`src/rtl/supv_reset_pkg.sv`:
```
package supv_reset_pkg;

  // Request to the reset stretcher: hold keeps reset loaded, trig starts one pulse
  typedef struct packed {
    logic hold;
    logic trig;
  } rst_req_t;

endpackage

```
`src/rtl/supv_sync.sv`:
```
module supv_sync #(
  parameter int  STAGES  = 2,
  parameter bit  RST_VAL = 1'b0
) (
  input  logic clk_i,
  input  logic rst_ni,
  input  logic d_i,
  output logic q_o
);

  logic [STAGES-1:0] chain_q;

  generate
    if (STAGES == 1) begin : g_single
      always_ff @(posedge clk_i or negedge rst_ni) begin
        if (!rst_ni) chain_q <= RST_VAL;
        else         chain_q <= d_i;
      end
    end else begin : g_multi
      always_ff @(posedge clk_i or negedge rst_ni) begin
        if (!rst_ni) chain_q <= {STAGES{RST_VAL}};
        else         chain_q <= {chain_q[STAGES-2:0], d_i};
      end
    end
  endgenerate

  assign q_o = chain_q[STAGES-1];

endmodule

```
`src/rtl/supv_edge.sv`:
```
module supv_edge #(
  parameter bit RST_VAL = 1'b0
) (
  input  logic clk_i,
  input  logic rst_ni,
  input  logic lvl_i,
  output logic any_edge_o
);

  logic prev_q;

  always_ff @(posedge clk_i or negedge rst_ni) begin
    if (!rst_ni) prev_q <= RST_VAL;
    else         prev_q <= lvl_i;
  end

  // Rising and falling both count as activity
  assign any_edge_o = lvl_i ^ prev_q;

endmodule

```
`src/rtl/supv_wdog.sv`:
```
module supv_wdog #(
  parameter int TIMEOUT_CYC = 40,
  localparam int CntW = (TIMEOUT_CYC > 2) ? $clog2(TIMEOUT_CYC) : 1
) (
  input  logic            clk_i,
  input  logic            rst_ni,
  input  logic            clear_i,
  output logic            fire_o,
  output logic [CntW-1:0] cnt_o
);

  localparam logic [CntW-1:0] Last = CntW'(TIMEOUT_CYC - 1);

  logic [CntW-1:0] cnt_q, cnt_d;

  // Clear wins over expiry in the same cycle
  assign fire_o = !clear_i && (cnt_q == Last);

  always_comb begin
    if (clear_i || fire_o) cnt_d = '0;
    else                   cnt_d = cnt_q + 1'b1;
  end

  always_ff @(posedge clk_i or negedge rst_ni) begin
    if (!rst_ni) cnt_q <= '0;
    else         cnt_q <= cnt_d;
  end

  assign cnt_o = cnt_q;

endmodule

```
`src/rtl/supv_stretch.sv`:
```
module supv_stretch
  import supv_reset_pkg::*;
#(
  parameter int PULSE_CYC = 12,
  localparam int CntW = $clog2(PULSE_CYC + 1)
) (
  input  logic     clk_i,
  input  logic     rst_ni,
  input  rst_req_t req_i,
  output logic     active_o,
  output logic     rst_no
);

  localparam logic [CntW-1:0] Load = CntW'(PULSE_CYC);

  logic [CntW-1:0] cnt_q, cnt_d;
  logic            rst_n_q;

  always_comb begin
    if (req_i.hold || req_i.trig) cnt_d = Load;
    else if (cnt_q != '0)         cnt_d = cnt_q - 1'b1;
    else                          cnt_d = '0;
  end

  always_ff @(posedge clk_i or negedge rst_ni) begin
    if (!rst_ni) begin
      cnt_q   <= '0;
      rst_n_q <= 1'b1;
    end else begin
      cnt_q   <= cnt_d;
      rst_n_q <= (cnt_d == '0);
    end
  end

  assign active_o = (cnt_q != '0);
  assign rst_no   = rst_n_q;

endmodule

```
`src/rtl/supv_reset_gen.sv`:
```
module supv_reset_gen
  import supv_reset_pkg::*;
#(
  parameter int TIMEOUT_CYC = 40,
  parameter int PULSE_CYC   = 12,
  parameter int SYNC_STAGES = 2,
  localparam int WdW = (TIMEOUT_CYC > 2) ? $clog2(TIMEOUT_CYC) : 1
) (
  input  logic clk_i,
  input  logic rst_ni,
  input  logic wdi_i,
  input  logic mr_ni,
  input  logic ignore_i,
  output logic rst_no
);

  logic           wdi_lvl, wdi_edge;
  logic           mr_lvl;
  logic           rst_active;
  logic           wd_clear, wd_fire;
  logic [WdW-1:0] wd_cnt;
  rst_req_t       req;

  supv_sync #(.STAGES(SYNC_STAGES), .RST_VAL(1'b0)) i_sync_wdi (
    .clk_i (clk_i),
    .rst_ni(rst_ni),
    .d_i   (wdi_i),
    .q_o   (wdi_lvl)
  );

  supv_sync #(.STAGES(SYNC_STAGES), .RST_VAL(1'b1)) i_sync_mr (
    .clk_i (clk_i),
    .rst_ni(rst_ni),
    .d_i   (mr_ni),
    .q_o   (mr_lvl)
  );

  supv_edge #(.RST_VAL(1'b0)) i_edge_wdi (
    .clk_i     (clk_i),
    .rst_ni    (rst_ni),
    .lvl_i     (wdi_lvl),
    .any_edge_o(wdi_edge)
  );

  // Backup mode forces reset; a manual request is only seen outside it
  assign req.hold = ignore_i || !mr_lvl;
  assign req.trig = wd_fire;

  // Timer held clear on activity, on any reset cause and in backup mode
  assign wd_clear = (wdi_edge && !ignore_i) || req.hold || rst_active;

  supv_wdog #(.TIMEOUT_CYC(TIMEOUT_CYC)) i_wdog (
    .clk_i  (clk_i),
    .rst_ni (rst_ni),
    .clear_i(wd_clear),
    .fire_o (wd_fire),
    .cnt_o  (wd_cnt)
  );

  supv_stretch #(.PULSE_CYC(PULSE_CYC)) i_stretch (
    .clk_i   (clk_i),
    .rst_ni  (rst_ni),
    .req_i   (req),
    .active_o(rst_active),
    .rst_no  (rst_no)
  );

endmodule

```
`config.mk`:
```
export PLATFORM = sky130hd
export DESIGN_NAME = supv_reset_gen
export DESIGN_NICKNAME = d
export VERILOG_FILES = /design/src/rtl/supv_reset_pkg.sv /design/src/rtl/supv_sync.sv /design/src/rtl/supv_edge.sv /design/src/rtl/supv_wdog.sv /design/src/rtl/supv_stretch.sv /design/src/rtl/supv_reset_gen.sv
export SDC_FILE = /design/constraint.sdc
export NUM_CORES = 1
export LEC_CHECK = 0
export BUFFER_PORTS_ARGS = -buffer_cell sky130_fd_sc_hd__buf_2
export CAP_MARGIN = 20
export CORE_MARGIN = 4
export CORE_UTILIZATION = 38
export DETAILED_ROUTE_END_ITERATION = 10
export PLACE_DENSITY = 0.64
export SLEW_MARGIN = 10
export SYNTH_ARGS = -nofsm -noshare
export SYNTH_HDL_FRONTEND = slang
export SYNTH_SLANG_ARGS = --single-unit
```
`constraint.sdc`:
```
create_clock -name clk_i -period 1.8 [get_ports clk_i]
set_input_delay 0.36 -clock clk_i [delete_from_list [all_inputs] [get_ports clk_i]]
set_output_delay 0.36 -clock clk_i [all_outputs]
set_load 0.03 [all_outputs]
```
==> results of run 1 <==
-- worst max-delay path by stage --
stage                       endpoint  cells past startpoint
floorplan           i_stretch.rst_no                      5
global placement    i_stretch.rst_no                      5
detailed placement   i_wdog.cnt_o[1]                      5
CTS                 i_stretch.rst_no                      5
global route         i_wdog.cnt_o[3]                      5
finish               i_wdog.cnt_o[1]                      5
-- worst max-delay path: stages, from the launching register on --
cell and delay, ps:
dfrtp_1 420, inv_1 90, ha_1 190, nor3b_1 250
nand3_1 240, nor3b_1 240
-- through the flow --
step	hold WS, ps	std cells	cell area, um2
2_1_floorplan	64.41	57	703.2
3_3_place_gp	287.3	87	759.5
3_5_place_dp	293.0	87	759.5
4_1_cts	161.7	92	805.8
5_1_grt	155.1	92	805.8
6_report	165.5	92	805.8
-- power by group --
group	leakage (nW)	total [mW]	switching (mW)	internal [mW]
sequential	0.195	0.379	0.00688	0.372
clock	0.0210	0.233	0.110	0.123
combinational	0.116	0.0459	0.0258	0.0201
-- cell usage after synthesis, drive strengths merged --
library cell   n  area (um2)
nor3           3       15.01
nand3          4       25.02
dfrtp         13       325.3
or3            1       6.260
xor2           2       17.52
a2111oi        1       27.53
nand4          1       6.260
ha             3       37.54
mux2i          1       10.01
inv            3       11.26
and4bb         1       12.51
nor2b          3       18.77
o21ai          2       10.01
nand2          2       7.510
and2           2       12.51
nor3b          2       15.01
nand2b         1       6.260
o2111a         1       11.26
dfstp          3       78.83
a211oi         1       12.51
xnor2          2       17.52
nor2           5       18.77
-- cell type report --
class	instances	share of cell area
flip-flops and latches	16	0.5016
multi-input cells	38	0.3571
clock buffers	4	0.04503
repair buffers	6	0.04348
well taps	25	0.03882
inverters	3	0.01398
-- layer usage --
metal / wire, um / share of wire / global-route usage
met4: 25 / 0.025 / 0.04036
met2: 443 / 0.44 / 0.1459
met3: 28 / 0.028 / 0.01749
met1: 509 / 0.51 / 0.1375
met5: 0 / 0 / 0
-- registers in the layout, indices dropped and copies added, names as in the netlist --
register            count
i_edge_wdi.prev_q       1
i_stretch.cnt_q         4
i_stretch.rst_no        1
i_sync_mr.chain_q       2
i_sync_wdi.chain_q      2
i_wdog.cnt_o            6
-- kinds of logic after synthesis --
| family | after synthesis | share of synthesized area |
|---|---|---|
| AOI/OAI and AO/OA | 5 | 0.08719 |
| DFF | 16 | 0.5747 |
| xor gates and xnor gates | 4 | 0.04983 |
| and+or+nand+nor | 25 | 0.2046 |
| adders and majority gates | 3 | 0.05339 |
| muxes | 1 | 0.01424 |
| buffers and inverters | 3 | 0.01601 |
==> metrics.yaml, run 1 <==
drive_gt1_frac: 0.2239
cap_viol_max_count: 0
worst-setup-path-type: "register to register"
cts_setup_buffers: 0
ys_seq_elements: 16
avgRoutedWirePerCell_um: 10.93
track_usage: 0.09739
drtAntennaViolNets: 0
multi_input_area_um2: 287.8
setup-tns-final_ps: 0
drt-pass1-iter-count: 3
synth.yosys.seq_area_share: 0.5747
fin_crit_sh: 0.8392
end_kind: "register"
cts-resized-gates: 0
avgSynthCellArea_um2: 12.34
cts_hold_buffers: 1
synth.distinct_cells: 23
io_pins: 6
r2r_start: "i_stretch.cnt_q[0]"
antenna_found_initial: 0
drt_first_iter_violations: 2
die-area_mm2: 0.002603
cts_tree: "yes"
critPathLaunchType: "register"
syn_to_final_growth_pct: 14.59
dp_hpwl_um: 780.9
rrSetupSlack_ps: 290
worst_slack_ps: 289.5
cts_max_level: 1
seq_area_um2: 404.1
diodes: 0
grt_max_degree: 17
core_mm2: 0.001745
syn-num-nets: 65
clk_pin_slew_ps: 90
vias: 424
syn-instance-count: 57
relSlewSlack: 0.7718
holdPathEnd: "i_sync_mr.chain_q[0]"
layout_common_cells: "13 x dfrtp_1, 5 x nor2_1, 5 x buf_2"
worstPathMaxFanout: 6
timing.rr.end: "i_wdog.cnt_o[1]"
maxSlewViolCount: 0
insertion_delay_ps: 280
reg2regPathDepth: 5
io_buffers: 5
max_clock_freq_mhz: 662.0
clk_path_buf_depth: 2
cts_buffers: 3
core.rowCount: 15
finalHoldViolations: 0
clock-root-buffer: "clkbuf_4"
grt-ovfl-total: 0
post-route-util: 0.4616
rsz0062_at_grt: "no"
worst_slew_pin_slew_ps: 342.3
viasPerCell: 4.609
start_util: 0.4029
cellLeakagePower_nw: 0.3318
grt_pass1_wl_mm: 1.904
drt_wl_total_mm: 1.006
arrival_ps: 1710
worstHoldStart: "mr_ni"
clock_sinks: 16
outcome: "complete, no violations"
drc_errors: 0
place_worst_setup_slack_ps: 314.5
timing.critical_path.from: "i_stretch.cnt_q[0]"
worst_hold_path_type: "input pin to register"
clock_skew_ps: 2.531
fillers: 168
power_density_mw_per_mm2: 816.9
vdd_drop_max_mv: 0.3858
yosysWarnings: 0
place.gp.congestion: 0.7432
setup_violations: 0
cp.required_ps: 2000
mostFrequentLayoutCell: "dfrtp_1"
timing.final.crit_period_ps: 1511
synthesis.area_um2: 703.2
holdPathStages: 1
die_width_um: 51.02
die-height_um: 51.02
power.total_mw: 0.6583
grt_pass1_vias: 436
final_nets: 76
Power figures use the tool's default switching activity.
==> run 2, diff against run 1 <==
--- a/config.mk
+++ b/config.mk
@@ -5,6 +5,7 @@
 export SDC_FILE = /design/constraint.sdc
 export NUM_CORES = 1
 export LEC_CHECK = 0
+export ABC_AREA = 1
 export BUFFER_PORTS_ARGS = -buffer_cell sky130_fd_sc_hd__buf_2
 export CAP_MARGIN = 20
 export CORE_MARGIN = 4
==> constraint.sdc (replaced) <==
create_clock -name clk_i -period 1.4 [get_ports clk_i]
set_input_delay 0.28 -clock clk_i [delete_from_list [all_inputs] [get_ports clk_i]]
set_output_delay 0.28 -clock clk_i [all_outputs]
set_load 0.03 [all_outputs]
==> run 2 against run 1 <==
Effect of this change: power increased by 22%; synthesized area increased by 4.3%; global-route usage increased by 1.0 points; die area increased by 3.6%; register-to-register slack got worse by 130 ps; clock-buffer cell count unchanged; design area increased by 2.5%; non-clock buffer count unchanged; via count increased by 14%; critical path depth decreased by 4; largest cell class unchanged.
==> metrics.yaml, run 2 <==
r2r_start: "i_stretch.cnt_q[0]"
synth.distinct_cells: 18  # -22%
setup-tns-final_ps: 0  # unchanged
drive_gt1_frac: 0.2439  # +0.02002
antenna_found_initial: 0  # unchanged
vias: 482  # +14%
max_stage_delay_ps: 520  # +100 ps
clock_skew_ps: 7.510  # +4.979 ps
worst_slew_pin_slew_ps: 344.1  # +1.739 ps
dp_hpwl_um: 817.6  # +4.7%
place.gp.congestion: 0.7959  # +7.1%
holdPathStages: 1  # unchanged
timing.rr.end: "i_wdog.cnt_o[2]"
cp.required_ps: 1120  # -880 ps
yosysWarnings: 0  # unchanged
cts_max_level: 1  # unchanged
worst_hold_path_type: "input pin to register"
cellLeakagePower_nw: 0.3684  # +11%
grt-ovfl-total: 0  # unchanged
worstPathMaxFanout: 1  # -5
clk_pin_slew_ps: 90  # about the same
syn_to_final_growth_pct: 12.63
avgSynthCellArea_um2: 10.18  # -17%
max_clock_freq_mhz: 784.9
drt_first_iter_violations: 4  # +2
layout_common_cells: "13 x nor2_1, 13 x dfrtp_1, 12 x nand2_1"
io_pins: 6  # unchanged
synthArstFlopShare: 1.000  # unchanged
drt_wl_total_mm: 1.080  # +7.4%
final_nets: 91  # +20%
cts_buffers: 3  # unchanged
grt_pass1_wl_mm: 2.083  # +9.4%
cap_viol_max_count: 0  # unchanged
critical_path_buf_inv_count: 1  # unchanged
grt_max_degree: 17  # unchanged
clk_path_buf_depth: 2  # unchanged
cp_top_family: "flip-flops"
insertion_delay_ps: 290  # about the same
die_width_um: 51.93  # +1.8%
timing.final.crit_period_ps: 1274
setup_violations: 0  # unchanged
syn-num-nets: 80  # +23%
drc_errors: 0  # unchanged
rsz0062_at_grt: "no"
largest_reg_flops: 6  # unchanged
core.rowCount: 15  # unchanged
power_density_mw_per_mm2: 970.8  # +19%
die-area_mm2: 0.002696  # +3.6%
worst-setup-path-type: "register to output pin"
worstHoldStart: "mr_ni"
drt-pass1-iter-count: 4  # +1
start_util: 0.4112  # +0.008361
synthFlopType: "dfrtp_1"
seq_area_um2: 404.1  # unchanged
clock-root-buffer: "clkbuf_4"
vdd_drop_max_mv: 0.4911  # +27%
end_kind: "output pin"
design_area_um2: 825.8  # +2.5%
clock_sinks: 16  # unchanged
crit_chain: "buf_2"
finalHoldViolations: 0  # unchanged
multi_input_area_um2: 291.5  # +1.3%
maxSlewViolCount: 0  # unchanged
arrival_ps: 990  # -720 ps
reg2regPathDepth: 6  # +1
grt_pass1_vias: 501  # +15%
fin_crit_sh: 0.9100
cts_tree: "yes"
place_area_um2: 789.5  # +4.0%
relSlewSlack: 0.7706  # -0.001159
io_buffers: 5  # unchanged
drtAntennaViolNets: 0  # unchanged
netlist.area_leader.share: 0.4437  # -0.01895
die-height_um: 51.93  # +1.8%
syn-instance-count: 72  # +26%
fillers: 166  # -1.2%
synth_edf_count: 0  # unchanged
diodes: 0  # unchanged
synth_area_leaders: "dfrtp_1 44%, dfstp_2 11%, nor2_1 6.7%, nand2_1 6.1%, ha_1 5.1%"
cts-resized-gates: 0  # unchanged
outcome: "complete, no violations"
timing.critical_path.from: "i_stretch.rst_no"
rrSetupSlack_ps: 160  # -130 ps
holdPathEnd: "i_sync_mr.chain_q[0]"
post-route-util: 0.4632  # +0.001509
cp_slowest_cell: "dfstp_2"
avgRoutedWirePerCell_um: 10.09  # -7.7%
synth_top_area_cell: "dfrtp_1"
synth.yosys.seq_area_share: 0.5512  # -0.02354
core_mm2: 0.001783  # +2.2%
critPathLaunchType: "register"
synth_common_cells: "13 x dfrtp_1, 13 x nor2_1, 12 x nand2_1, 10 x inv_1"
viasPerCell: 4.505  # -2.3%
synthesis.area_um2: 733.2  # +4.3%
ys_seq_elements: 16  # unchanged
track_usage: 0.1075  # +0.01014
==> run 2: cell count changes in the layout (fill, tap and decap cells not counted), sizes merged, moves of 2 or more <==
cell / delta
nand2: +11
o21ai: -2
xnor2: -2
and2: -2
inv: +7
nor2: +11
nor2b: -3
nor3b: -2
==> run 2: worst max path at each step <==
| stage | to | slack (ps) | depth (start not counted) |
|---|---|---|---|
| floorplan | i_stretch.rst_no | 270 | 6 |
| global placement | i_stretch.rst_no | 210 | 6 |
| detailed placement | i_wdog.cnt_o[2] | 170 | 6 |
| CTS | rst_no | 110 | 1 |
| global route | i_wdog.cnt_o[2] | 20 | 6 |
| finish | rst_no | 130 | 1 |
==> run 2: what timing repair did <==
item                      4_1_cts  5_1_grt
hold buffers                    1        0
buffers inserted                0        0
hold endpoints to repair       13        0
==> run 2: power breakdown <==
part	switching, mW	total (mW)	internal (mW)
combinational	0.0404	0.0632	0.0228
sequential	0.00871	0.488	0.479
clock	0.140	0.251	0.111
==> run 2: kinds of logic after synthesis <==
group	count (synthesis)	synth area share
xor+xnor	2	0.02390
simple gates	39	0.2867
buf+inv	10	0.05120
flops	16	0.5512
fa+ha+maj	3	0.05120
compound gates	2	0.03583
==> run 2: metal layers <==
| layer | up-vias | track usage | routed length [um] |
|---|---|---|---|
| met5 | - | 0 | 0 |
| met4 | 0 | 0.07860 | 36 |
| met3 | 5 | 0.02579 | 31 |
| met2 | 8 | 0.1695 | 531 |
| met1 | 223 | 0.1259 | 480 |
| li1 | 246 | - | - |
==> run 2: area by class of cell <==
type / instances / share of cell area
flip-flops and latches: 16 / 0.4894
multi-input cells: 46 / 0.3530
inverters: 10 / 0.04545
repair buffers: 6 / 0.04242
well taps: 25 / 0.03788
clock buffers: 4 / 0.03182
==> run 2: per-stage QoR <==
stage	hold WS (ps)	worst slack, ps	power (mW)	instances
global route	73.06	19.92	0.8457	107
floorplan	-15.59	274.1	0.5346	72
CTS	79.29	110.1	0.8181	107
detailed placement	211.3	173.5	0.5594	102
global placement	209.7	209.3	0.5576	102
finish	87.52	126.0	0.8017	107
==> run 3, diff against run 2 <==
--- a/config.mk
+++ b/config.mk
@@ -5,13 +5,14 @@
 export SDC_FILE = /design/constraint.sdc
 export NUM_CORES = 1
 export LEC_CHECK = 0
-export ABC_AREA = 1
 export BUFFER_PORTS_ARGS = -buffer_cell sky130_fd_sc_hd__buf_2
 export CAP_MARGIN = 20
+export CELL_PAD_IN_SITES_DETAIL_PLACEMENT = 0
+export CELL_PAD_IN_SITES_GLOBAL_PLACEMENT = 1
 export CORE_MARGIN = 4
 export CORE_UTILIZATION = 38
 export DETAILED_ROUTE_END_ITERATION = 10
-export PLACE_DENSITY = 0.64
+export PLACE_DENSITY = 0.74
 export SLEW_MARGIN = 10
 export SYNTH_ARGS = -nofsm -noshare
 export SYNTH_HDL_FRONTEND = slang
==> run 3 against run 2 <==
Effect of this change: combinational power rose by 23%; wire length rose by 5.0%; cell count fell by 9.3%; clock skew fell by 3.7 ps; sequential share of layout area fell by 3.1 points; register-to-register slack got worse by 130 ps; global-route usage rose by 0.63 points; hold slack got worse by 3.5 ps; largest power group unchanged.
==> metrics.yaml, run 3 (synthesis gave the netlist of run 1 again) <==
layout_common_cells: "13 x dfrtp_1, 5 x nor2_1, 5 x buf_2, 5 x buf_4"
arrival_ps: 1600  # +610 ps
largest_reg_flops: 6  # unchanged
drtAntennaViolNets: 0  # unchanged
timing.final.crit_period_ps: 1368  # +93.83 ps
seq_area_um2: 404.1  # unchanged
mostFrequentLayoutCell: "dfrtp_1"
finalHoldViolations: 0  # unchanged
place_worst_setup_slack_ps: -58.96  # -232.5 ps
drive_gt1_frac: 0.3750  # +0.1311
end_kind: "register"
syn_to_final_growth_pct: 25.44
drt_first_iter_violations: 2  # -2
hold_slack_ps: 83.99  # -3.526 ps
start_util: 0.4029  # -0.008361
viasPerCell: 4.670  # +3.7%
p_int_mw: 0.6738  # +10%
grt_pass1_wl_mm: 2.166  # +4.0%
cp.required_ps: 1630  # +510 ps
max_stage_delay_ps: 380  # -140 ps
setup_violations: 0  # unchanged
core.rowCount: 15  # unchanged
maxSlewViolCount: 0  # unchanged
worst_slew_pin_slew_ps: 353.0  # +8.951 ps
clk_path_buf_depth: 2  # unchanged
io_pins: 6  # unchanged
track_usage: 0.1138  # +0.006258
dp_hpwl_um: 783.5  # -4.2%
drt-pass1-iter-count: 2  # -2
grt_pass1_vias: 485  # -3.2%
power.total_mw: 0.8660  # +8.0%
die-area_mm2: 0.002603  # -3.5%
worst-setup-path-type: "register to register"
clk_pin_slew_ps: 90  # about the same
relSlewSlack: 0.7647  # -0.005967
die-height_um: 51.02  # -1.8%
worst_hold_path_type: "input pin to register"
io_buffers: 5  # unchanged
cellLeakagePower_nw: 0.3736  # +1.4%
grt-ovfl-total: 0  # unchanged
p_sw_frac: 0.2219  # -0.01424
place.gp.congestion: 0.7351  # -7.6%
final_nets: 81  # -11%
p_clk_frac: 0.345  # +0.032
worst_slack_ps: 32.20  # -93.83 ps
antenna_found_initial: 0  # unchanged
switchingPower_mw: 0.1922  # +1.5%
cts_buffers: 3  # unchanged
core_mm2: 0.001745  # -2.1%
max_clock_freq_mhz: 731.1  # -6.9%
grt_max_degree: 17  # unchanged
design_area_um2: 882.1  # +6.8%
critPathLaunchType: "register"
place_area_um2: 789.5  # unchanged
clock_skew_ps: 3.791  # -3.718 ps
clock-root-buffer: "clkbuf_4"
insertion_delay_ps: 280  # about the same
cp_top_family: "compound AO/OA/AOI/OAI gates"
vias: 453  # -6.0%
cts_tree: "yes"
multi_input_area_um2: 326.6  # +12%
rsz0062_at_grt: "yes"
outcome: "complete, no violations"
clock_sinks: 16  # unchanged
worstPathMaxFanout: 2  # +1
drt_wl_total_mm: 1.134  # +5.0%
fillers: 157  # -5.4%
die_width_um: 51.02  # -1.8%
fin_crit_sh: 0.9770  # +0.06702
cap_viol_max_count: 0  # unchanged
instances_no_fill: 97  # -9.3%
avgRoutedWirePerCell_um: 11.69  # +16%
critical_path_buf_inv_count: 1  # unchanged
dp.cells: 91  # -11%
diodes: 0  # unchanged
drc_errors: 0  # unchanged
power_density_mw_per_mm2: 981.8  # +1.1%
crit_chain: "inv_2 > ha_2 > nor2b_1 > a2111oi_4 > o2111a_1"
cp_slowest_cell: "dfrtp_1"
vdd_drop_max_mv: 0.4825  # -1.8%
cts_max_level: 1  # unchanged
p_comb_frac: 0.090  # +0.011
pwr-share-seq: 0.565  # -0.043
run 3: layer usage:
layer	GRT usage	vias up	routed length, um
met5	0	-	0
met4	0.04036	0	8
met3	0.03499	2	33
met2	0.1717	7	556
met1	0.1529	217	536
li1	-	227	-
run 3: cell type report:
type,instances,area share
Sequential cell,16,0.4582
Multi-Input combinational cell,38,0.3702
Timing Repair Buffer,11,0.08227
Tap cell,25,0.03546
Inverter,3,0.01277
Clock buffer,4,0.04113
run 3: power groups by stage:
stage | Clock, mW | Combinational, mW | Sequential, mW
6_report | 0.299 | 0.0779 | 0.489
2_1_floorplan | 0 | 0.0354 | 0.495
4_1_cts | 0.312 | 0.0772 | 0.488
5_1_grt | 0.342 | 0.0867 | 0.492
3_5_place_dp | 0 | 0.0638 | 0.496
3_3_place_gp | 0 | 0.0632 | 0.495
run 3: worst paths after layout:
kind,startpoint,end,slack [ps],cells past startpoint
max,i_stretch.cnt_q[0],i_stretch.rst_no,30,5
min in group asynchronous,rst_ni,i_stretch.cnt_q[0],420,2
max reg2reg,i_stretch.cnt_q[0],i_stretch.rst_no,30,5
min reg2reg,i_sync_mr.chain_q[0],i_sync_mr.chain_q[1],360,0
min,mr_ni,i_sync_mr.chain_q[0],80,1
max in group asynchronous,rst_ni,i_sync_mr.chain_q[1],670,2
run 3: through the flow:
stage / util / TNS, ps
after floorplan: - / 0
after global placement: 0.4523 / -50.99
after detailed placement: 0.4523 / -189.6
after CTS: 0.5018 / 0
after global routing: 0.5054 / -255.3
final: 0.5054 / 0
run 3: repair_timing:
item,4_1_cts,5_1_grt
gates resized for setup,8,1
pin swaps,3,1
setup endpoints to repair,7,9
cloned,0,0
setup buffers,1,0
hold buffers,1,0
endpoints found under the hold margin,13,0
